**src/rtl/pci_par_pkg.sv**
```systemverilog
package pci_par_pkg;

  typedef enum logic [1:0] {
    PERR_IDLE = 2'd0,
    PERR_LOW  = 2'd1,
    PERR_HIGH = 2'd2
  } perr_st_e;

  typedef struct packed {
    logic addr;
    logic data;
    logic exp_par;
  } chk_pend_t;

endpackage

```
**src/rtl/pci_par_gen.sv**
```systemverilog
module pci_par_gen #(
  parameter int DATA_W = 32,
  parameter int CBE_W  = 4
) (
  input  logic              clk,
  input  logic              rst_n,
  input  logic [DATA_W-1:0] ad_i,
  input  logic [CBE_W-1:0]  cbe_i,
  input  logic              drv_oe_i,
  output logic              par_o,
  output logic              par_oe_o
);

  logic par_q, par_d;
  logic oe_q;

  // even parity: par makes the total ones count even
  always_comb begin
    par_d = ^{ad_i, cbe_i};
  end

  always_ff @(posedge clk or negedge rst_n) begin
    if (!rst_n) begin
      par_q <= 1'b0;
      oe_q  <= 1'b0;
    end else begin
      oe_q <= drv_oe_i;
      if (drv_oe_i) begin
        par_q <= par_d;
      end
    end
  end

  assign par_o    = par_q;
  assign par_oe_o = oe_q;

  AST_PAR_OE_LAG: assert property (@(posedge clk) disable iff (!rst_n)
    drv_oe_i |=> par_oe_o);

  AST_PAR_EVEN: assert property (@(posedge clk) disable iff (!rst_n)
    drv_oe_i |=> ((^{$past(ad_i), $past(cbe_i), par_o}) == 1'b0));

endmodule

```
**src/rtl/pci_par_chk.sv**
```systemverilog
module pci_par_chk
  import pci_par_pkg::*;
#(
  parameter int DATA_W = 32,
  parameter int CBE_W  = 4
) (
  input  logic              clk,
  input  logic              rst_n,
  input  logic [DATA_W-1:0] ad_i,
  input  logic [CBE_W-1:0]  cbe_i,
  input  logic              par_i,
  input  logic              addr_vld_i,
  input  logic              wdat_vld_i,
  output logic              addr_mis_o,
  output logic              data_mis_o
);

  chk_pend_t pend_q, pend_d;
  logic      mis;

  always_comb begin
    pend_d.addr    = addr_vld_i;
    pend_d.data    = wdat_vld_i;
    pend_d.exp_par = ^{ad_i, cbe_i};
  end

  always_ff @(posedge clk or negedge rst_n) begin
    if (!rst_n) begin
      pend_q <= '0;
    end else begin
      pend_q <= pend_d;
    end
  end

  // PAR for a phase arrives one clock after that phase
  always_comb begin
    mis        = pend_q.exp_par ^ par_i;
    addr_mis_o = pend_q.addr & mis;
    data_mis_o = pend_q.data & mis;
  end

endmodule

```
**src/rtl/pci_perr_drv.sv**
```systemverilog
module pci_perr_drv
  import pci_par_pkg::*;
(
  input  logic clk,
  input  logic rst_n,
  input  logic err_i,
  output logic perr_n_o,
  output logic perr_oe_o
);

  perr_st_e st_q, st_d;

  always_comb begin
    st_d = PERR_IDLE;
    if (err_i) begin
      st_d = PERR_LOW;
    end else if (st_q == PERR_LOW) begin
      st_d = PERR_HIGH;
    end
  end

  always_ff @(posedge clk or negedge rst_n) begin
    if (!rst_n) begin
      st_q <= PERR_IDLE;
    end else begin
      st_q <= st_d;
    end
  end

  assign perr_oe_o = (st_q != PERR_IDLE);
  assign perr_n_o  = (st_q != PERR_LOW);

  // sustained tri-state: a low cycle is never followed directly by release
  AST_PERR_HIGH_BEFORE_FLOAT: assert property (@(posedge clk) disable iff (!rst_n)
    (perr_oe_o && !perr_n_o) |=> perr_oe_o);

  AST_PERR_FLOAT_AFTER_HIGH: assert property (@(posedge clk) disable iff (!rst_n)
    (perr_oe_o && perr_n_o && !err_i) |=> !perr_oe_o);

endmodule

```
**src/rtl/pci_parity_unit.sv**
```systemverilog
module pci_parity_unit #(
  parameter int DATA_W = 32,
  parameter int CBE_W  = 4
) (
  input  logic              clk,
  input  logic              rst_n,
  input  logic [DATA_W-1:0] ad_bus_i,
  input  logic [CBE_W-1:0]  cbe_bus_i,
  input  logic              par_bus_i,
  input  logic              addr_vld_i,
  input  logic              wdat_vld_i,
  input  logic              ad_drv_oe_i,
  input  logic              per_en_i,
  input  logic              serr_en_i,
  output logic              par_o,
  output logic              par_oe_o,
  output logic              perr_n_o,
  output logic              perr_oe_o,
  output logic              serr_oe_o,
  output logic              stat_det_perr_o
);

  logic addr_mis, data_mis;
  logic perr_req;
  logic serr_q, serr_d;
  logic det_q, det_d;

  pci_par_gen #(.DATA_W(DATA_W), .CBE_W(CBE_W)) gen_i (
    .clk      (clk),
    .rst_n    (rst_n),
    .ad_i     (ad_bus_i),
    .cbe_i    (cbe_bus_i),
    .drv_oe_i (ad_drv_oe_i),
    .par_o    (par_o),
    .par_oe_o (par_oe_o)
  );

  pci_par_chk #(.DATA_W(DATA_W), .CBE_W(CBE_W)) chk_i (
    .clk        (clk),
    .rst_n      (rst_n),
    .ad_i       (ad_bus_i),
    .cbe_i      (cbe_bus_i),
    .par_i      (par_bus_i),
    .addr_vld_i (addr_vld_i),
    .wdat_vld_i (wdat_vld_i),
    .addr_mis_o (addr_mis),
    .data_mis_o (data_mis)
  );

  assign perr_req = data_mis & per_en_i;

  pci_perr_drv perr_i (
    .clk       (clk),
    .rst_n     (rst_n),
    .err_i     (perr_req),
    .perr_n_o  (perr_n_o),
    .perr_oe_o (perr_oe_o)
  );

  always_comb begin
    serr_d = addr_mis & serr_en_i & per_en_i;
    det_d  = addr_mis | data_mis;
  end

  always_ff @(posedge clk or negedge rst_n) begin
    if (!rst_n) begin
      serr_q <= 1'b0;
      det_q  <= 1'b0;
    end else begin
      serr_q <= serr_d;
      det_q  <= det_d;
    end
  end

  assign serr_oe_o       = serr_q;
  assign stat_det_perr_o = det_q;

  AST_SERR_NEEDS_BOTH: assert property (@(posedge clk) disable iff (!rst_n)
    (addr_mis && !(serr_en_i && per_en_i)) |=> !serr_oe_o);

  AST_PERR_GATED: assert property (@(posedge clk) disable iff (!rst_n)
    (data_mis && !per_en_i) |=> perr_n_o);

  AST_STATUS_ON_ERR: assert property (@(posedge clk) disable iff (!rst_n)
    (addr_mis || data_mis) |=> stat_det_perr_o);

endmodule

```
**config.mk**
```make
export PLATFORM = sky130hd
export DESIGN_NAME = pci_parity_unit
export DESIGN_NICKNAME = d
export VERILOG_FILES = /design/src/rtl/pci_par_pkg.sv /design/src/rtl/pci_par_gen.sv /design/src/rtl/pci_par_chk.sv /design/src/rtl/pci_perr_drv.sv /design/src/rtl/pci_parity_unit.sv
export SDC_FILE = /design/constraint.sdc
export NUM_CORES = 1
export LEC_CHECK = 0
export BUFFER_PORTS_ARGS = -buffer_cell sky130_fd_sc_hd__buf_2
export CELL_PAD_IN_SITES_DETAIL_PLACEMENT = 0
export CELL_PAD_IN_SITES_GLOBAL_PLACEMENT = 2
export CORE_MARGIN = 2
export CORE_UTILIZATION = 23
export CTS_CLUSTER_SIZE = 28
export DETAILED_ROUTE_END_ITERATION = 10
export GPL_ROUTABILITY_DRIVEN = 0
export GPL_TIMING_DRIVEN = 0
export PLACE_DENSITY_LB_ADDON = 0.1
export SLEW_MARGIN = 20
export SYNTH_ARGS = -nofsm -noshare
export SYNTH_HDL_FRONTEND = slang
export SYNTH_HIERARCHICAL = 1
export SYNTH_SLANG_ARGS = --single-unit
```
**constraint.sdc**
```tcl
create_clock -name clk -period 0.9 [get_ports clk]
set_input_delay 0.18 -clock clk [delete_from_list [all_inputs] [get_ports clk]]
set_output_delay 0.18 -clock clk [all_outputs]
set_load 0.01 [all_outputs]
```
==> impl_metrics.py <==
metrics = {
    "run_status": {
        "status": "finished with violations",
        "failed_checks": "negative setup slack",
    },
    "route": {
        "routed_wl_um": 1790,
        "vias_per_cell": 3.73,
        "drc": 0,
        "detail_route.iter0.violations": 16,
        "vias": 727,
        "first_pass_iters": 2,
        "wl_per_cell_um": 9.17,
        "ant_nets": 0,
    },
    "synthesis": {
        "yosysTopAreaCellShare": 0.560,
        "synthAdderAreaFrac": 0,
        "syn_inst": 88,
        "ys.flop_type": "dfrtp_1",
        "muxShareOfSynthArea": 0,
        "synth_xor_xnor_area_share": 0.684,
        "yosys-top-cells-count": "xnor2_1 (59), dfrtp_1 (9), xor2_1 (8)",
        "yosysSeqAreaShare": 0.244,
        "yosys_warnings": 6,
        "ys_ff_latch": 9,
        "syn-num-nets": 132,
        "syn_area_um2": 923,
        "synth.most_common_cell": "xnor2_1",
        "synth_top_area_cell": "xnor2_1",
        "synth_compound_area_frac": 0.00542,
        "synth_edf_count": 0,
        "synth.avg_cell_area_um2": 10.5,
        "ys_types": 11,
        "async_flop_share": 1.00,
        "synth.area.top_cells": "xnor2_1 (56%), dfrtp_1 (24%), xor2_1 (7.6%)",
        "synth_top_family_by_area": "XOR/XNOR gates",
        "synth-simple-area-share": 0.0664,
    },
    "clocking": {
        "numCtsBuffers": 3,
        "cts.path.max_buffers": 2,
        "cts_root_buf": "clkbuf_8",
        "insertion_delay_ps": 220,
        "cts_num_sinks": 9,
        "cts_tree": "built",
        "path_clk_slew_ps": 40,
        "cts_max_level": 1,
    },
    "sta": {
        "holdWs_ps": 61.1,
        "worstMarginPinSlew_ps": 210,
        "max_slew_margin": 0.859,
        "timing.fmax_mhz": 757,
        "grt_setup_unrepaired": "yes",
        "finalMaxSlewViolations": 0,
        "final-setup-viol-count": 8,
        "finalSetupTns_ps": -1340,
        "period_minus_slack_ps": 1320,
        "hold_viol": 0,
        "fin_ws_ps": -421,
        "clock_skew_ps": 2.33,
        "finalCritPeriodShare": 1.47,
    },
    "hold_path": {
        "worstHoldEndpoint": "chk_i/pend_q[2]$_DFF_PN0_",
        "hold_depth": 1,
        "hold_path.class": "in2reg",
        "hold_start": "addr_vld_i",
    },
    "power_and_ir_drop": {
        "power_frac_comb": 0.586,
        "switching_share": 0.300,
        "p_int_w": 0.00168,
        "power_frac_seq": 0.227,
        "cellPowerDensity_nw_per_um2": 1650,
        "switching_power_w": 0.000717,
        "power.total_w": 0.00239,
        "peakVddDrop_mv": 0.487,
        "p_leak_nw": 0.642,
        "power_frac_clock": 0.187,
    },
    "floorplanning": {
        "die_y_um": 67.4,
        "fp-row-count": 23,
        "die_area_um2": 4540,
        "core-area_um2": 3940,
        "pin_count": 50,
        "die_w_um": 67.4,
        "initial_core_util": 0.234,
    },
    "critical_path": {
        "critPathTopFamily": "XOR/XNOR gates",
        "critPathArrivalTime_ps": 1430,
        "worstSetupPathType": "in2reg",
        "worstPathCellList": "buf_8 > xnor2_2 > xnor2_1 > xnor2_1 > xnor3_1 > xnor2_1 > a21oi_1",
        "rrSetupSlack_ps": -90,
        "crit_top_cell": "xnor2_1",
        "regToRegEndpoint": "perr_i/st_q[1]$_DFF_PN0_",
        "startpoint_type": "primary input",
        "r2r_start": "chk_i/pend_q[0]$_DFF_PN0_",
        "required_ps": 1010,
        "crit_path_end_kind": "flip-flop",
        "slowest_delay_ps": 440,
        "crit_slowest_cell": "xnor3_1",
        "r2r_cells": 4,
        "timing.critical_path.buf_inv": 1,
        "cp_max_fo": 2,
    },
    "finish": {
        "syn_to_final_growth_pct": 57.3,
        "fillers": 408,
        "finalInstanceArea_um2": 1450,
        "regArea_um2": 225,
        "drive_gt1_frac": 0.476,
        "multi_input_area_um2": 787,
        "instances_no_fill": 195,
        "antenna_cells": 0,
        "nets": 190,
    },
    "placed_design": {
        "dpl_cell_area_um2": 1250,
        "dpl.hpwl_um": 1570,
        "placed_cells": 187,
        "port_buffers": 49,
    },
    "grt": {
        "grt_max_degree": 10,
        "antenna_found_initial": 0,
        "track_usage": 0.0853,
        "grt_pass1_vias": 723,
        "grt_pass1_wl_um": 2950,
        "overflow": 0,
    },
    "job": {
        "cap_violations": 0,
    },
}
power by group through the flow:
stage,sequential (W),combinational [W],clock [W]
global placement,0.000550,0.00133,0
global route,0.000556,0.00153,0.000497
finish,0.000544,0.00140,0.000447
detailed placement,0.000552,0.00134,0
CTS,0.000545,0.00143,0.000460
floorplan,0.000573,0.000985,0
layout by cell type, fill, tap and decap left out, drive strengths merged:
cell type / instances
xnor2: 59
buf: 52
dfrtp: 9
xor2: 8
clkbuf: 4
and2: 3
or2: 2
xnor3: 2
and3: 1
nor2: 1
a21oi: 1
dlygate4sd3: 1
nand2b: 1
nor3b: 1
layer usage:
metal	up-vias	track usage	share of wire
met3	0	0.0200	0.10
met4	0	0.0230	0
met1	312	0.108	0.41
met2	32	0.145	0.49
met5	-	0	0
li1	383	-	-
kinds of logic (layout without fill, tap and decap cells):
kind of cell | after synthesis | in the layout
AOI/OAI and AO/OA | 1 | 1
xor gates and xnor gates | 69 | 69
buffers and inverters | 0 | 57
DFF | 9 | 9
and+or+nand+nor | 9 | 9
state kept, by name, indices dropped and copies added (netlist names):
name / flops
chk_i/pend_q: 3
perr_i/st_q: 2
serr_oe_o: 1
gen_i/par_o: 1
stat_det_perr_o: 1
gen_i/par_oe_o: 1
metrics by stage:
| step | worst slack [ps] | util |
|---|---|---|
| 5_1_grt | -486 | 0.368 |
| 2_1_floorplan | -449 | - |
| 3_5_place_dp | -714 | 0.318 |
| 6_report | -421 | 0.368 |
| 3_3_place_gp | -707 | 0.318 |
| 4_1_cts | -459 | 0.363 |
layout make-up:
class / count / area share
Clock buffer: 4 / 0.0310
Multi-Input combinational cell: 79 / 0.542
Sequential cell: 9 / 0.155
Tap cell: 50 / 0.0431
Timing Repair Buffer: 53 / 0.229
worst max path at each step:
stage	start	end	slack, ps	depth (start not counted)
final	ad_bus_i[31]	gen_i/par_o$_DFFE_PN0P_	-420	7
after global routing	ad_bus_i[31]	gen_i/par_o$_DFFE_PN0P_	-490	7
after CTS	ad_bus_i[31]	gen_i/par_o$_DFFE_PN0P_	-460	7
after detailed placement	ad_bus_i[12]	gen_i/par_o$_DFFE_PN0P_	-710	7
after global placement	ad_bus_i[12]	gen_i/par_o$_DFFE_PN0P_	-710	7
after floorplan	ad_bus_i[12]	gen_i/par_o$_DFFE_PN0P_	-450	6
repair_timing:
action,CTS,global route
resized for setup,23,3
endpoints found under the hold margin,9,0
pin swaps,18,10
setup endpoints to repair,10,12
hold buffers,1,0
buffers inserted,3,0
Note: power is estimated with default switching activity, not from simulation.
